==> src/rtl/exc_seq_pkg.sv <==
package exc_seq_pkg;

  typedef enum logic [2:0] {
    EV_NONE  = 3'd0,
    EV_FAULT = 3'd1,
    EV_CALL  = 3'd2,
    EV_ARITH = 3'd3,
    EV_INTR  = 3'd4,
    EV_MCHK  = 3'd5,
    EV_ALIGN = 3'd6,
    EV_RSVD  = 3'd7
  } evClass_e;

  typedef enum logic [1:0] {
    VS_INPUT = 2'd0,
    VS_MCHK  = 2'd1,
    VS_ALIGN = 2'd2,
    VS_RESET = 2'd3
  } vecSel_e;

  // Strobes from control to datapath, valid for one cycle
  typedef struct packed {
    logic    takeEntry;
    logic    saveExc;
    logic    savePlus4;
    vecSel_e vecSel;
    logic    bankOn;
    logic    bankOff;
    logic    doReturn;
    logic    wrExc;
    logic    flagArith;
    logic    flagIllegal;
  } ctrlStrobes_t;

  localparam int unsigned MCHK_VEC     = 32'h0401;
  localparam int unsigned ALIGN_VEC    = 32'h0301;
  localparam int unsigned SHADOW_LO    = 8;
  localparam int unsigned SHADOW_HI    = 14;
  localparam int unsigned SHADOW_EXTRA = 25;

endpackage

==> src/rtl/exc_seq_ctrl.sv <==
module exc_seq_ctrl
  import exc_seq_pkg::*;
(
  input  logic         clk,
  input  logic         rst_n,
  input  logic         privNow,
  input  logic         evtValid,
  input  logic [2:0]   evtClass,
  input  logic         retStrobe,
  input  logic         excWrEn,
  input  logic         excLsb,
  output ctrlStrobes_t strobes
);

  logic     bootPending;
  evClass_e cls;

  assign cls = evClass_e'(evtClass);

  // One reset-vector redirect after reset release
  always_ff @(posedge clk or negedge rst_n) begin
    if (!rst_n) bootPending <= 1'b1;
    else        bootPending <= 1'b0;
  end

  always_comb begin
    strobes = '0;
    strobes.vecSel = VS_INPUT;
    if (bootPending) begin
      strobes.takeEntry = 1'b1;
      strobes.vecSel    = VS_RESET;
    end else if (evtValid && cls != EV_NONE && cls != EV_RSVD) begin
      unique case (cls)
        EV_FAULT: begin
          strobes.takeEntry = 1'b1;
          strobes.saveExc   = 1'b1;
        end
        EV_CALL: begin
          strobes.takeEntry = 1'b1;
          strobes.saveExc   = 1'b1;
          strobes.savePlus4 = 1'b1;
        end
        EV_INTR: begin
          strobes.takeEntry = 1'b1;
          strobes.saveExc   = !privNow;
        end
        EV_MCHK: begin
          strobes.takeEntry = 1'b1;
          strobes.saveExc   = 1'b1;
          strobes.vecSel    = VS_MCHK;
        end
        EV_ALIGN: begin
          strobes.takeEntry = 1'b1;
          strobes.saveExc   = 1'b1;
          strobes.vecSel    = VS_ALIGN;
        end
        EV_ARITH: strobes.flagArith = 1'b1;
        default: ;
      endcase
      strobes.bankOn = strobes.takeEntry && !privNow;
    end else if (retStrobe) begin
      if (privNow) begin
        strobes.doReturn = 1'b1;
        strobes.bankOff  = !excLsb;
      end else begin
        strobes.flagIllegal = 1'b1;
      end
    end
    // Software write loses against any event that claims the cycle
    strobes.wrExc = excWrEn && !bootPending && !(evtValid && cls != EV_NONE && cls != EV_RSVD);
  end

endmodule

==> src/rtl/exc_seq_datapath.sv <==
module exc_seq_datapath
  import exc_seq_pkg::*;
#(
  parameter int unsigned AW          = 32,
  parameter int unsigned NREG        = 32,
  parameter int unsigned RESET_VEC   = 1,
  parameter int unsigned INSTR_BYTES = 4
) (
  input  logic             clk,
  input  logic             rst_n,
  input  ctrlStrobes_t     strobes,
  input  logic [AW-1:0]    curPc,
  input  logic [AW-1:0]    vecOffset,
  input  logic [AW-1:0]    privBase,
  input  logic [AW-1:0]    excWrData,
  output logic             excLsb,
  output logic             redirectValid,
  output logic [AW-1:0]    redirectPc,
  output logic [AW-1:0]    redirectNpc,
  output logic [AW-1:0]    excAddr,
  output logic             shadowSel,
  output logic [NREG-1:0]  redirectMask,
  output logic             intrRearm,
  output logic             illegalOp,
  output logic             arithUnsupported,
  output logic             bankFault
);

  localparam logic [AW-1:0] STEP      = AW'(INSTR_BYTES);
  localparam logic [AW-1:0] VEC_MCHK  = AW'(MCHK_VEC);
  localparam logic [AW-1:0] VEC_ALIGN = AW'(ALIGN_VEC);
  localparam logic [AW-1:0] VEC_RESET = AW'(RESET_VEC);
  localparam logic [AW-1:0] BIT1_CLR  = ~(AW'(2));

  logic [AW-1:0] vecSelected;
  logic [AW-1:0] targetPc;
  logic [AW-1:0] excNext;
  logic          shadowNext;
  logic          bankErrNext;

  always_comb begin
    unique case (strobes.vecSel)
      VS_MCHK:  vecSelected = VEC_MCHK;
      VS_ALIGN: vecSelected = VEC_ALIGN;
      VS_RESET: vecSelected = VEC_RESET;
      default:  vecSelected = vecOffset;
    endcase
  end

  always_comb begin
    if (strobes.takeEntry) targetPc = privBase + vecSelected;
    else                   targetPc = excAddr;
  end

  always_comb begin
    excNext = excAddr;
    if (strobes.saveExc)    excNext = strobes.savePlus4 ? curPc + STEP : curPc;
    else if (strobes.wrExc) excNext = excWrData & BIT1_CLR;
  end

  always_comb begin
    shadowNext  = shadowSel;
    bankErrNext = 1'b0;
    if (strobes.bankOn) begin
      if (shadowSel) bankErrNext = 1'b1;
      else           shadowNext  = 1'b1;
    end else if (strobes.bankOff) begin
      if (!shadowSel) bankErrNext = 1'b1;
      else            shadowNext  = 1'b0;
    end
  end

  always_ff @(posedge clk or negedge rst_n) begin
    if (!rst_n) begin
      redirectValid    <= 1'b0;
      redirectPc       <= '0;
      redirectNpc      <= '0;
      excAddr          <= '0;
      shadowSel        <= 1'b1;
      intrRearm        <= 1'b0;
      illegalOp        <= 1'b0;
      arithUnsupported <= 1'b0;
      bankFault        <= 1'b0;
    end else begin
      redirectValid    <= strobes.takeEntry || strobes.doReturn;
      if (strobes.takeEntry || strobes.doReturn) begin
        redirectPc  <= targetPc;
        redirectNpc <= targetPc + STEP;
      end
      excAddr          <= excNext;
      shadowSel        <= shadowNext;
      intrRearm        <= strobes.doReturn;
      illegalOp        <= strobes.flagIllegal;
      arithUnsupported <= strobes.flagArith;
      bankFault        <= bankErrNext;
    end
  end

  assign excLsb = excAddr[0];

  for (genvar g = 0; g < NREG; g++) begin : g_mask
    if ((g >= SHADOW_LO && g <= SHADOW_HI) || g == SHADOW_EXTRA) begin : g_on
      assign redirectMask[g] = shadowSel;
    end else begin : g_off
      assign redirectMask[g] = 1'b0;
    end
  end

endmodule

==> src/rtl/exc_entry_seq.sv <==
module exc_entry_seq
  import exc_seq_pkg::*;
#(
  parameter int unsigned AW          = 32,
  parameter int unsigned NREG        = 32,
  parameter int unsigned RESET_VEC   = 1,
  parameter int unsigned INSTR_BYTES = 4
) (
  input  logic            clk,
  input  logic            rst_n,
  input  logic [AW-1:0]   curPc,
  input  logic            evtValid,
  input  logic [2:0]      evtClass,
  input  logic [AW-1:0]   vecOffset,
  input  logic [AW-1:0]   privBase,
  input  logic            retStrobe,
  input  logic            excWrEn,
  input  logic [AW-1:0]   excWrData,
  output logic            redirectValid,
  output logic [AW-1:0]   redirectPc,
  output logic [AW-1:0]   redirectNpc,
  output logic [AW-1:0]   excAddr,
  output logic            shadowSel,
  output logic [NREG-1:0] redirectMask,
  output logic            intrRearm,
  output logic            illegalOp,
  output logic            arithUnsupported,
  output logic            bankFault
);

  ctrlStrobes_t strobes;
  logic         excLsb;

  exc_seq_ctrl u_ctrl (
    .clk       (clk),
    .rst_n     (rst_n),
    .privNow   (curPc[0]),
    .evtValid  (evtValid),
    .evtClass  (evtClass),
    .retStrobe (retStrobe),
    .excWrEn   (excWrEn),
    .excLsb    (excLsb),
    .strobes   (strobes)
  );

  exc_seq_datapath #(
    .AW          (AW),
    .NREG        (NREG),
    .RESET_VEC   (RESET_VEC),
    .INSTR_BYTES (INSTR_BYTES)
  ) u_dp (
    .clk              (clk),
    .rst_n            (rst_n),
    .strobes          (strobes),
    .curPc            (curPc),
    .vecOffset        (vecOffset),
    .privBase         (privBase),
    .excWrData        (excWrData),
    .excLsb           (excLsb),
    .redirectValid    (redirectValid),
    .redirectPc       (redirectPc),
    .redirectNpc      (redirectNpc),
    .excAddr          (excAddr),
    .shadowSel        (shadowSel),
    .redirectMask     (redirectMask),
    .intrRearm        (intrRearm),
    .illegalOp        (illegalOp),
    .arithUnsupported (arithUnsupported),
    .bankFault        (bankFault)
  );

endmodule

==> config.mk <==
export PLATFORM = sky130hd
export DESIGN_NAME = exc_entry_seq
export DESIGN_NICKNAME = d
export VERILOG_FILES = /design/src/rtl/exc_seq_pkg.sv /design/src/rtl/exc_seq_ctrl.sv /design/src/rtl/exc_seq_datapath.sv /design/src/rtl/exc_entry_seq.sv
export SDC_FILE = /design/constraint.sdc
export NUM_CORES = 1
export LEC_CHECK = 0
export BUFFER_PORTS_ARGS = -buffer_cell sky130_fd_sc_hd__buf_2
export CAP_MARGIN = 20
export CORE_MARGIN = 2
export CORE_UTILIZATION = 47
export DETAILED_ROUTE_END_ITERATION = 12
export PLACE_DENSITY = 0.82
export SETUP_SLACK_MARGIN = 0.05
export SYNTH_ARGS = -nofsm -noshare
export SYNTH_HDL_FRONTEND = slang
export SYNTH_SLANG_ARGS = --single-unit
==> constraint.sdc <==
create_clock -name clk -period 4.04 [get_ports clk]
set_input_delay 0.202 -clock clk [delete_from_list [all_inputs] [get_ports clk]]
set_output_delay 0.202 -clock clk [all_outputs]
set_load 0.03 [all_outputs]
Word-level counts from Yosys, hierarchy flattened --
Index checks and enable logic that the tools add are counted.
Word-level totals: bits of input ports 136, bits in registers 103, latch bits 0, bits in read-only memories 0, memories kept 0, memory bits (writable) 0, output and inout bits 134
Cells by class: shift-type cells 0, add/subtract/negate cells 3, divide/modulo/power cells 0, multiply operators 0, bitwise gates (word level) 0, reduce and logical (&&, ||, !) cells 14, multiplexer cells 30, order comparisons 0, equality and inequality tests 10
Operators by type and width (number):
- 32-bit 2-to-1 mux | 4
- 32-bit case mux with 3 select lines | 1
- 32-bit by 3-bit adder with 32-bit output, second input constant | 2
- 32-bit adder | 1
- 2-bit 2-to-1 mux | 8
- 1-bit 2-to-1 mux | 13
- 3-bit equality test, second input constant | 3
- 2-bit case mux with 2 select lines | 2
- 3-bit by 2-bit equality test with 1-bit output, second input constant | 2
- 6-bit 2-to-1 mux | 1
- 1-bit logical AND | 5
- 2-bit equality test, second input constant | 2
- 1-bit logical NOT | 4
- 2-bit nonzero test | 2
- 4-bit OR reduction | 1
- 3-bit by 1-bit equality test with 1-bit output, second input constant | 1
- 3-bit 2-to-1 mux | 1
- 3-bit != test, second input constant | 1
- 3-bit nonzero test | 1
- 2-bit by 1-bit equality test with 1-bit output, second input constant | 1
- 1-bit logical OR | 1

Depth between registers and ports, before layout --
Gate-level depths: netlist (run 1).
depth in word-level cells 13, depth in mapped cells 21, depth with buffers taken out 18

Modules after synthesis --
Synthesis (run 1) repeated with hierarchy kept, for this count alone.
Unflattened totals: cells, all modules 970, area, all modules 8035.2 µm²
By module, submodules not included:
- exc_seq_datapath | cells each 938, area an instance 7776.2 µm², instances 1
- exc_seq_ctrl | cells each 32, area an instance 259.0 µm², instances 1

Least setup slack after synthesis (run 1) --
OpenSTA, ideal clock, no wires.
kind input to register, from input port evtClass[0], to register u_dp.redirectNpc[30], buffers on the path 3, data arrival time 4.467 ns, required time 3.971 ns, slack -0.496 ns, setup time 0.069 ns, stages 19, cells stage by stage inv_1 > ha_1 > or2_2 > a21oi_1 > clkbuf_1 > clkbuf_1 > and2_1 > ha_1 > a211oi_2 > o21bai_4 > a21oi_2 > o211ai_1 > a2111oi_2 > and3b_1 > o2111ai_2 > or4_1 > clkbuf_2 > or4_1 > nand3_1
On the way: word-level cells in the longest chain between the ends 10, elaborated cells between the ends (all ways) 27
RTL lines:
- start: declaration | RTL line exc_entry_seq.sv:13 | input logic [2:0] evtClass,
- branches (longest 10 deep; another with 32-bit adder)
- end signal: assignment | RTL line exc_seq_datapath.sv:88 | redirectNpc <= targetPc + STEP;
- end: declaration | RTL line exc_seq_datapath.sv:19 | output logic [AW-1:0] redirectNpc,
Several ways; the timed one is not identified. The select of a mux whose other input is x is not followed. A chain may end at the register's enable or synchronous reset.

Final worst setup path (run 1) --
from register u_ctrl.bootPending, to register u_dp.redirectNpc[30]
On the way: word-level cells in the longest chain between the ends 6, elaborated cells between the ends (all ways) 11
RTL lines:
- start: declaration | RTL line exc_seq_ctrl.sv:15 | logic bootPending;
- start signal: assignment | RTL line exc_seq_ctrl.sv:22 | if (!rst_n) bootPending <= 1'b1;
- start signal: assignment | RTL line exc_seq_ctrl.sv:23 | else bootPending <= 1'b0;
- 2-bit 2-to-1 mux | RTL line exc_seq_ctrl.sv:29 | if (bootPending) begin
- 2-bit equality test or 2-bit by 1-bit equality test with 1-bit output (tied branches) | RTL line exc_seq_datapath.sv:42 | unique case (strobes.vecSel)
- 32-bit case mux with 3 select lines | RTL line exc_seq_datapath.sv:42
- 32-bit adder | RTL line exc_seq_datapath.sv:51 | if (strobes.takeEntry) targetPc = privBase + vecSelected;
- 32-bit 2-to-1 mux | RTL line exc_seq_datapath.sv:51
- 32-bit by 3-bit adder with 32-bit output | RTL line exc_seq_datapath.sv:88
Several ways; a longest one is shown, not always the timed one.

==> results of run 1 <==
==> power by group <==
group | internal, mW | leakage, nW | switching, mW
registers | 1.26 | 1.16 | 0.249
logic | 0.862 | 3.92 | 1.47
clock network | 0.455 | 0.143 | 0.381
total | 2.57 | 5.22 | 2.10
==> timing repair <==
item,4_1_cts,5_1_grt
setup endpoints to repair,2,12
gates resized for setup,3,45
pin swaps,0,19
buffers inserted,0,6
==> Yosys cell counts, types with 6 or more instances <==
library cell / instances / area (sq um)
dfrtp_1: 99 / 2480
a211oi_1: 8 / 60.1
buf_2: 10 / 50.1
buf_4: 36 / 270
o21ai_0: 31 / 155
inv_1: 14 / 52.6
nand2b_1: 8 / 50.1
a21o_1: 15 / 113
a31oi_1: 9 / 56.3
nand3_1: 30 / 150
nor2_1: 129 / 484
nand4_1: 19 / 119
o21ai_1: 6 / 30.0
and2_1: 33 / 206
clkbuf_1: 28 / 105
buf_1: 13 / 48.8
xnor2_1: 44 / 385
o211ai_1: 23 / 173
nand2_1: 78 / 293
or3_1: 6 / 37.5
ha_1: 37 / 463
and4_1: 6 / 52.6
xor2_1: 20 / 175
a21oi_1: 99 / 495
nor3_1: 23 / 115
and3_1: 14 / 87.6
mux2i_1: 43 / 430
o21a_1: 10 / 75.1
==> sequential cells by signal, indices dropped and copies added, names as in the netlist <==
name                   count
u_dp.illegalOp             1
u_dp.redirectNpc          32
u_ctrl.bootPending         1
u_dp.excAddr              32
u_dp.arithUnsupported      1
u_dp.redirectValid         1
u_dp.shadowSel             1
u_dp.redirectPc           30
u_dp.intrRearm             1
u_dp.bankFault             1
==> kinds of logic (layout without fill, tap and decap cells) <==
| family | Yosys count | after routing |
|---|---|---|
| fa+ha+maj | 38 | 38 |
| mux | 48 | 48 |
| xor+xnor | 64 | 64 |
| buf+inv | 104 | 433 |
| flops | 101 | 101 |
| simple gates | 383 | 383 |
| other cells | 1 | 26 |
| compound gates | 257 | 257 |
==> layout make-up <==
type                       instances  area (sq um)
fill                            1449          6020
sequential                       101          2530
antenna                            1          2.50
inverter                          14          52.6
tap                              225           282
timing repair buffer             403          2450
clock inverter                     4          31.3
multi-input combinational        815          5620
clock buffer                      12           256
==> worst register-to-register path: cells and delay by family (launching register included) <==
kind	cells	cell delay, ps
flops	1	570
buf+inv	2	310
compound gates	6	1090
fa+ha+maj	1	190
simple gates	6	1710
==> per-stage QoR <==
| stage | hold WS, ps | instance area (sq um) | setup TNS (ps) |
|---|---|---|---|
| after floorplan | -93.6 | 8470 | -94.9 |
| after global placement | 366 | 10600 | -422 |
| after detailed placement | 372 | 10600 | -1080 |
| after CTS | 0.511 | 10900 | 0 |
| after global routing | 48.8 | 11200 | -9.31 |
| final | -26.2 | 11200 | 0 |
==> path summary, 6_finish.rpt <==
kind	end	from	cells past startpoint	slack, ps
max	u_dp.redirectNpc[30]	u_ctrl.bootPending	15	100
min	u_dp.redirectValid	rst_n	1	-30
max reg2reg	u_dp.redirectNpc[30]	u_ctrl.bootPending	15	100
min reg2reg	u_dp.redirectNpc[3]	u_dp.redirectNpc[3]	2	470
max in group asynchronous	u_ctrl.bootPending	rst_n	2	3080
min in group clk	u_dp.illegalOp	curPc[0]	2	70
==> placed cells by master, fill, tap and decap left out, types with 4 or more instances in the layout <==
cell / count
o21a_1: 10
and2_1: 30
ha_4: 7
nor3b_1: 4
clkbuf_16: 9
and4_1: 5
conb_1: 25
nand3_1: 30
o211ai_1: 23
a211oi_1: 6
buf_2: 243
nor3_1: 22
ha_1: 27
nand2_1: 78
o21ai_0: 25
mux2_2: 5
a21oi_2: 8
or3_1: 6
dfrtp_1: 99
xnor2_1: 44
and3_1: 13
nor2_1: 129
a31oi_1: 7
a21o_1: 15
mux2i_1: 43
nand4_1: 19
buf_4: 157
inv_1: 13
a21oi_1: 91
o21ai_1: 8
xor2_1: 20
nand2b_1: 7
nand3b_1: 5
==> layer usage <==
layer  GRT usage  part of all wire
met3      0.0463             0.060
met4       0.130             0.039
met2       0.513              0.49
met1       0.370              0.41
met5           0           0.00039
==> impl_metrics.yaml, run 1 <==
run_status:
  outcome: "finished, violations left"
  violations: "negative hold slack"
synth:
  synth_compound_area_frac: 0.208
  synth_top_family_by_area: "simple AND/OR/NAND/NOR gates"
  synth-edff-count: 0
  synth-seq-cells: 101
  synthFlopType: "dfrtp_1"
  syn_area_per_cell_sq_um: 8.29
  synth_mux_area_frac: 0.0589
  synth-xor-area-share: 0.0679
  ys_types: 81
  synth_warnings: 0
  synth_area_sq_um: 8260
  syn_inst: 996
  async_reset_ff_frac: 1.00
  yosysSeqAreaShare: 0.306
  synth_fa_ha_area_frac: 0.0585
  synthSimpleGateAreaFrac: 0.233
floorplan:
  rows: 48
  dieArea_sq_um: 18700
  start_util: 0.479
  pin_count: 270
  die_x_microns: 137
  coreArea_sq_um: 17200
  fp.dieH_microns: 137
timing:
  clock-skew-final_ps: 9.77
  slew_headroom: 0.337
  final-setup-viol-count: 0
  worstMarginPinSlew_ps: 994
  rsz0062_at_grt: "true"
  period_share: 0.976
  fin_hold_ws_ps: -26.2
  hold_viol: 67
  worst_slack_ps: 97.7
  period_minus_slack_ps: 3940
  drv_slew: 0
  max_freq_mhz: 254
run:
  cap_violations: 0
place:
  post-place-cells: 1552
  pre_cts_ws_ps: -211
  gp_congestion: 0.980
  hpwl_microns: 23000
  port_buffers: 244
global_route:
  grt_start_max_net_pins: 70
  first_global_vias: 8409
  track_usage: 0.298
  grt-ovfl-total: 0
  antenna_found_initial: 2
  grt_pass1_wl_microns: 42800
power:
  leakage_nw: 5.22
  ir_worst_vdd_mv: 0.273
  power_mw: 4.67
  p_per_area_nw_per_um2: 416
route:
  ant_nets: 0
  wl_per_cell_microns: 18.0
  num_vias: 8869
  drcViolationCount: 0
  totalWireLength_microns: 28400
  first_iter_violations: 540
  firstDrtPassIters: 6
  vias_per_cell: 5.63
cells_and_area:
  nets: 1518
  drive_above_1_share: 0.369
  fin_cells: 1575
  syn_to_final_growth_pct: 35.8
  post-route-util: 0.651
cts:
  cts_tree: "built"
  cts_buffer_depth: 2
  cts.hold.buffers_added: 0
  worstSkewPairLatency_ps: 350
  cts_root_buffer: "clkbuf_16"
  cts_made_buffers: 9
  clkSinkCount: 101
  htree_levels: 3
  cts.clk_slew.worst_paths_ps: 70
worst_setup_path:
  critPathTopFamily: "simple AND/OR/NAND/NOR gates"
  critical_path_class: "reg -> reg"
  critPathSlowestCell: "dfstp_2"
  cpPeakStageDelay_ps: 570
  crit_top_cell: "or4_4"
  worst_setup_path_start_kind: "flip-flop"
  crit_buf_inv: 2
  crit_chain: "a21oi_2 > buf_12 > and2_1 > ha_1 > buf_4 > a211oi_4 > o21bai_4 > a21oi_4 > o31a_1 > o211ai_1 > nor4_4 > nand4_4 > or4_4 > or4_4 > nand3_1"
  cp.arrival_ps: 4220
  cp_max_fo: 22
  setup.worst_path.end_class: "flip-flop"
  crit_required_ps: 4320
worst_hold_path:
  hold_class: "in -> async"
No activity file was read; power rests on OpenSTA's default activity.
==> run 2: changes to the inputs <==
--- a/config.mk
+++ b/config.mk
@@ -5,12 +5,13 @@
 export SDC_FILE = /design/constraint.sdc
 export NUM_CORES = 1
 export LEC_CHECK = 0
+export ABC_AREA = 1
 export BUFFER_PORTS_ARGS = -buffer_cell sky130_fd_sc_hd__buf_2
 export CAP_MARGIN = 20
 export CORE_MARGIN = 2
-export CORE_UTILIZATION = 47
+export CORE_UTILIZATION = 48
 export DETAILED_ROUTE_END_ITERATION = 12
-export PLACE_DENSITY = 0.82
+export PLACE_DENSITY = 0.77
 export SETUP_SLACK_MARGIN = 0.05
 export SYNTH_ARGS = -nofsm -noshare
 export SYNTH_HDL_FRONTEND = slang
==> run 2 against run 1 <==
Effect of this change:
- the flow now finishes without violations
- area after synthesis grew 9.7%
- combinational power fell by 11%
- non-clock buffer count fell by 118
- worst hold slack better by 120 ps
- global-route usage down 0.50 points
- clock skew decreased by 1.7 ps
- first-iteration DRC count increased by 23%
- largest cell class unchanged
- die area increased by 7.2%
- utilization is 6.5 points lower
==> impl_metrics.yaml, run 2 <==
timing:
  final-setup-viol-count: 0
  period_share: 0.920
  hold_viol: 0
  slew_headroom: 0.432
  rsz0062_at_grt: "false"
  period_minus_slack_ps: 3720
  clock-skew-final_ps: 8.11
  worstMarginPinSlew_ps: 852
  drv_slew: 0
  max_freq_mhz: 269
  worst_slack_ps: 323
route:
  drcViolationCount: 0
  ant_nets: 0
  vias_per_cell: 5.09
  num_vias: 10000
  first_iter_violations: 663
  totalWireLength_microns: 29000
  wl_per_cell_microns: 14.8
  firstDrtPassIters: 5
cells_and_area:
  reg_top3: "u_dp.excAddr: 32 flops, u_dp.redirectNpc: 32 flops, u_dp.redirectPc: 30 flops"
  mostFrequentLayoutCells: "nand2_1 (512), buf_2 (243), inv_1 (221)"
  nets: 1900
  seqCellArea_sq_um: 2530
  multiInputGateArea_sq_um: 5340
  final_common_cell: "nand2_1"
  drive_above_1_share: 0.207
  fillers: 1884
  syn_to_final_growth_pct: 20.2
floorplan:
  pin_count: 270
  fp.dieH_microns: 141
  die_x_microns: 141
  start_util: 0.488
  dieArea_sq_um: 20000
  rows: 50
  coreArea_sq_um: 18600
place:
  pre_cts_ws_ps: -30.7
  port_buffers: 244
  hpwl_microns: 24100
  gp_congestion: 0.981
worst_setup_path:
  crit_end: "u_dp.redirectNpc[25]"
  cp.arrival_ps: 3950
  r2r_cells: 24
  setup.worst_path.end_class: "flip-flop"
  crit_required_ps: 4280
  critical_path_class: "reg -> reg"
  cp_max_fo: 17
  worst_setup_path_start_kind: "flip-flop"
  rr_endpoint: "u_dp.redirectNpc[25]"
  r2r_start: "u_ctrl.bootPending"
  r2r_setup_slack_ps: 320
  critPathLaunch: "u_ctrl.bootPending"
cts:
  cts_tree: "built"
  htree_levels: 3
  worstSkewPairLatency_ps: 360
  clkSinkCount: 101
  cts_made_buffers: 9
  cts_root_buffer: "clkbuf_16"
  cts_buffer_depth: 2
  cts.clk_slew.worst_paths_ps: 70
global_route:
  antenna_found_initial: 1
  first_global_vias: 9420
  grt_pass1_wl_microns: 46600
  grt_start_max_net_pins: 68
  grt-ovfl-total: 0
  track_usage: 0.293
synth:
  synth_compound_area_frac: 0.0887
  syn_inst: 1475
  synthTopCellsByArea: "dfrtp_1 (27%), nand2_1 (21%), inv_1 (9.2%)"
  async_reset_ff_frac: 1.00
  synth_most_common_cell: "nand2_1"
  synth_top_family_by_area: "simple AND/OR/NAND/NOR gates"
  synth_fa_ha_area_frac: 0.0533
  synth_mux_area_frac: 0.00331
  ys_types: 53
  synth_warnings: 0
  synthFlopType: "dfrtp_1"
  synth_area_sq_um: 9060
  synth-seq-cells: 101
  synth_common_cells: "nand2_1 (512), inv_1 (221), nor2_1 (164)"
  yosysSeqAreaShare: 0.279
  synthSimpleGateAreaFrac: 0.406
  synth.top_cell.area_share: 0.273
  synth_area_leader_cell: "dfrtp_1"
  synth-xor-area-share: 0.0251
  synth-edff-count: 0
  syn_area_per_cell_sq_um: 6.14
worst_hold_path:
  holdPathStages: 3
  hold_class: "in -> reg"
power:
  ir_worst_vdd_mv: 0.237
  leakage_nw: 6.29
  p_per_area_nw_per_um2: 401
  power_mw: 4.37
run_status:
  outcome: "completed"
run:
  cap_violations: 0
-- run 2: changes by cell type after synthesis, sizes merged, moves of 14 or more --
cell,delta
o21ai,+40
nor2,+52
nand2,+443
o211ai,-19
and2,-31
a21o,-15
nand3,+58
buf,-14
xnor2,-33
mux2i,-40
inv,+213
a21oi,-65
-- run 2: cell families (layout without fill, tap and decap cells) --
kind of cell    count (synthesis)  after routing
buf+inv                       298            530
other cells                     1             26
mux                             3              3
flops                         101            101
fa+ha+maj                      38             38
compound gates                144            144
xor+xnor                       26             26
simple gates                  864            864
-- run 2: worst max-delay path, cell delays in order (launching register included) --
cell and delay, ps:
dfstp_2 380, inv_2 50, nand2_1 60, nor2_1 140
inv_1 110, buf_12 160, or2_2 270, ha_1 220
fa_2 380, nand3_1 110, nand2_1 100, nand2_1 90
nand2_1 110, nand2_1 110, nand2_1 80, nand2_1 70
nand2_1 50, nand2_1 50, nand2_1 130, inv_1 110
nand3_1 120, nor3_1 280, nand4_1 230, nand2_1 100
o21ai_0 80
-- run 2: worst min-delay path by stage --
stage | start | to | slack (ps)
global route | retStrobe | u_dp.illegalOp | 100
detailed placement | rst_n | u_dp.redirectPc[13] | 370
floorplan | rst_n | u_dp.arithUnsupported | -90
finish | retStrobe | u_dp.illegalOp | 90
global placement | rst_n | u_dp.redirectPc[20] | 360
CTS | retStrobe | u_dp.illegalOp | 80
-- run 2: what timing repair did --
action	CTS	global route
endpoints found under the setup margin	0	10
endpoints found under the hold margin	50	0
buffers inserted	0	0
gates resized for setup	0	5
hold buffers	1	0
-- run 2: final cells by class --
type	instances	share of cell area
multi-input cells	1100	0.491
flip-flops and latches	101	0.232
repair buffers	285	0.142
inverters	229	0.0790
well taps	234	0.0269
clock buffers	11	0.0232
clock inverters	5	0.00540
diodes	1	0.000230
-- run 2: per-layer routing --
layer	global-route usage	wire, microns	vias to the layer above
met5	0	11	-
met4	0.102	992	2
met3	0.0483	2050	52
met2	0.490	13000	390
met1	0.387	12900	4537
li1	-	-	5030
-- run 2: power by group --
group	leakage (nW)	total, mW	switching [mW]	internal, mW
Clock	0.148	0.902	0.388	0.514
Combinational	4.92	2.07	1.46	0.611
Sequential	1.22	1.40	0.167	1.23
Total	6.29	4.37	2.01	2.36
-- run 2: through the flow --
stage	instance area [sq um]	hold slack, ps	util	setup TNS [ps]	cells
after floorplan	9150	-93.6	-	0	1499
after global placement	10500	362	0.567	0	1948
after detailed placement	10500	371	0.567	-39.3	1948
after CTS	10900	84.8	0.585	0	1965
after global routing	10900	102	0.586	0	1965
final	10900	91.3	0.586	0	1966
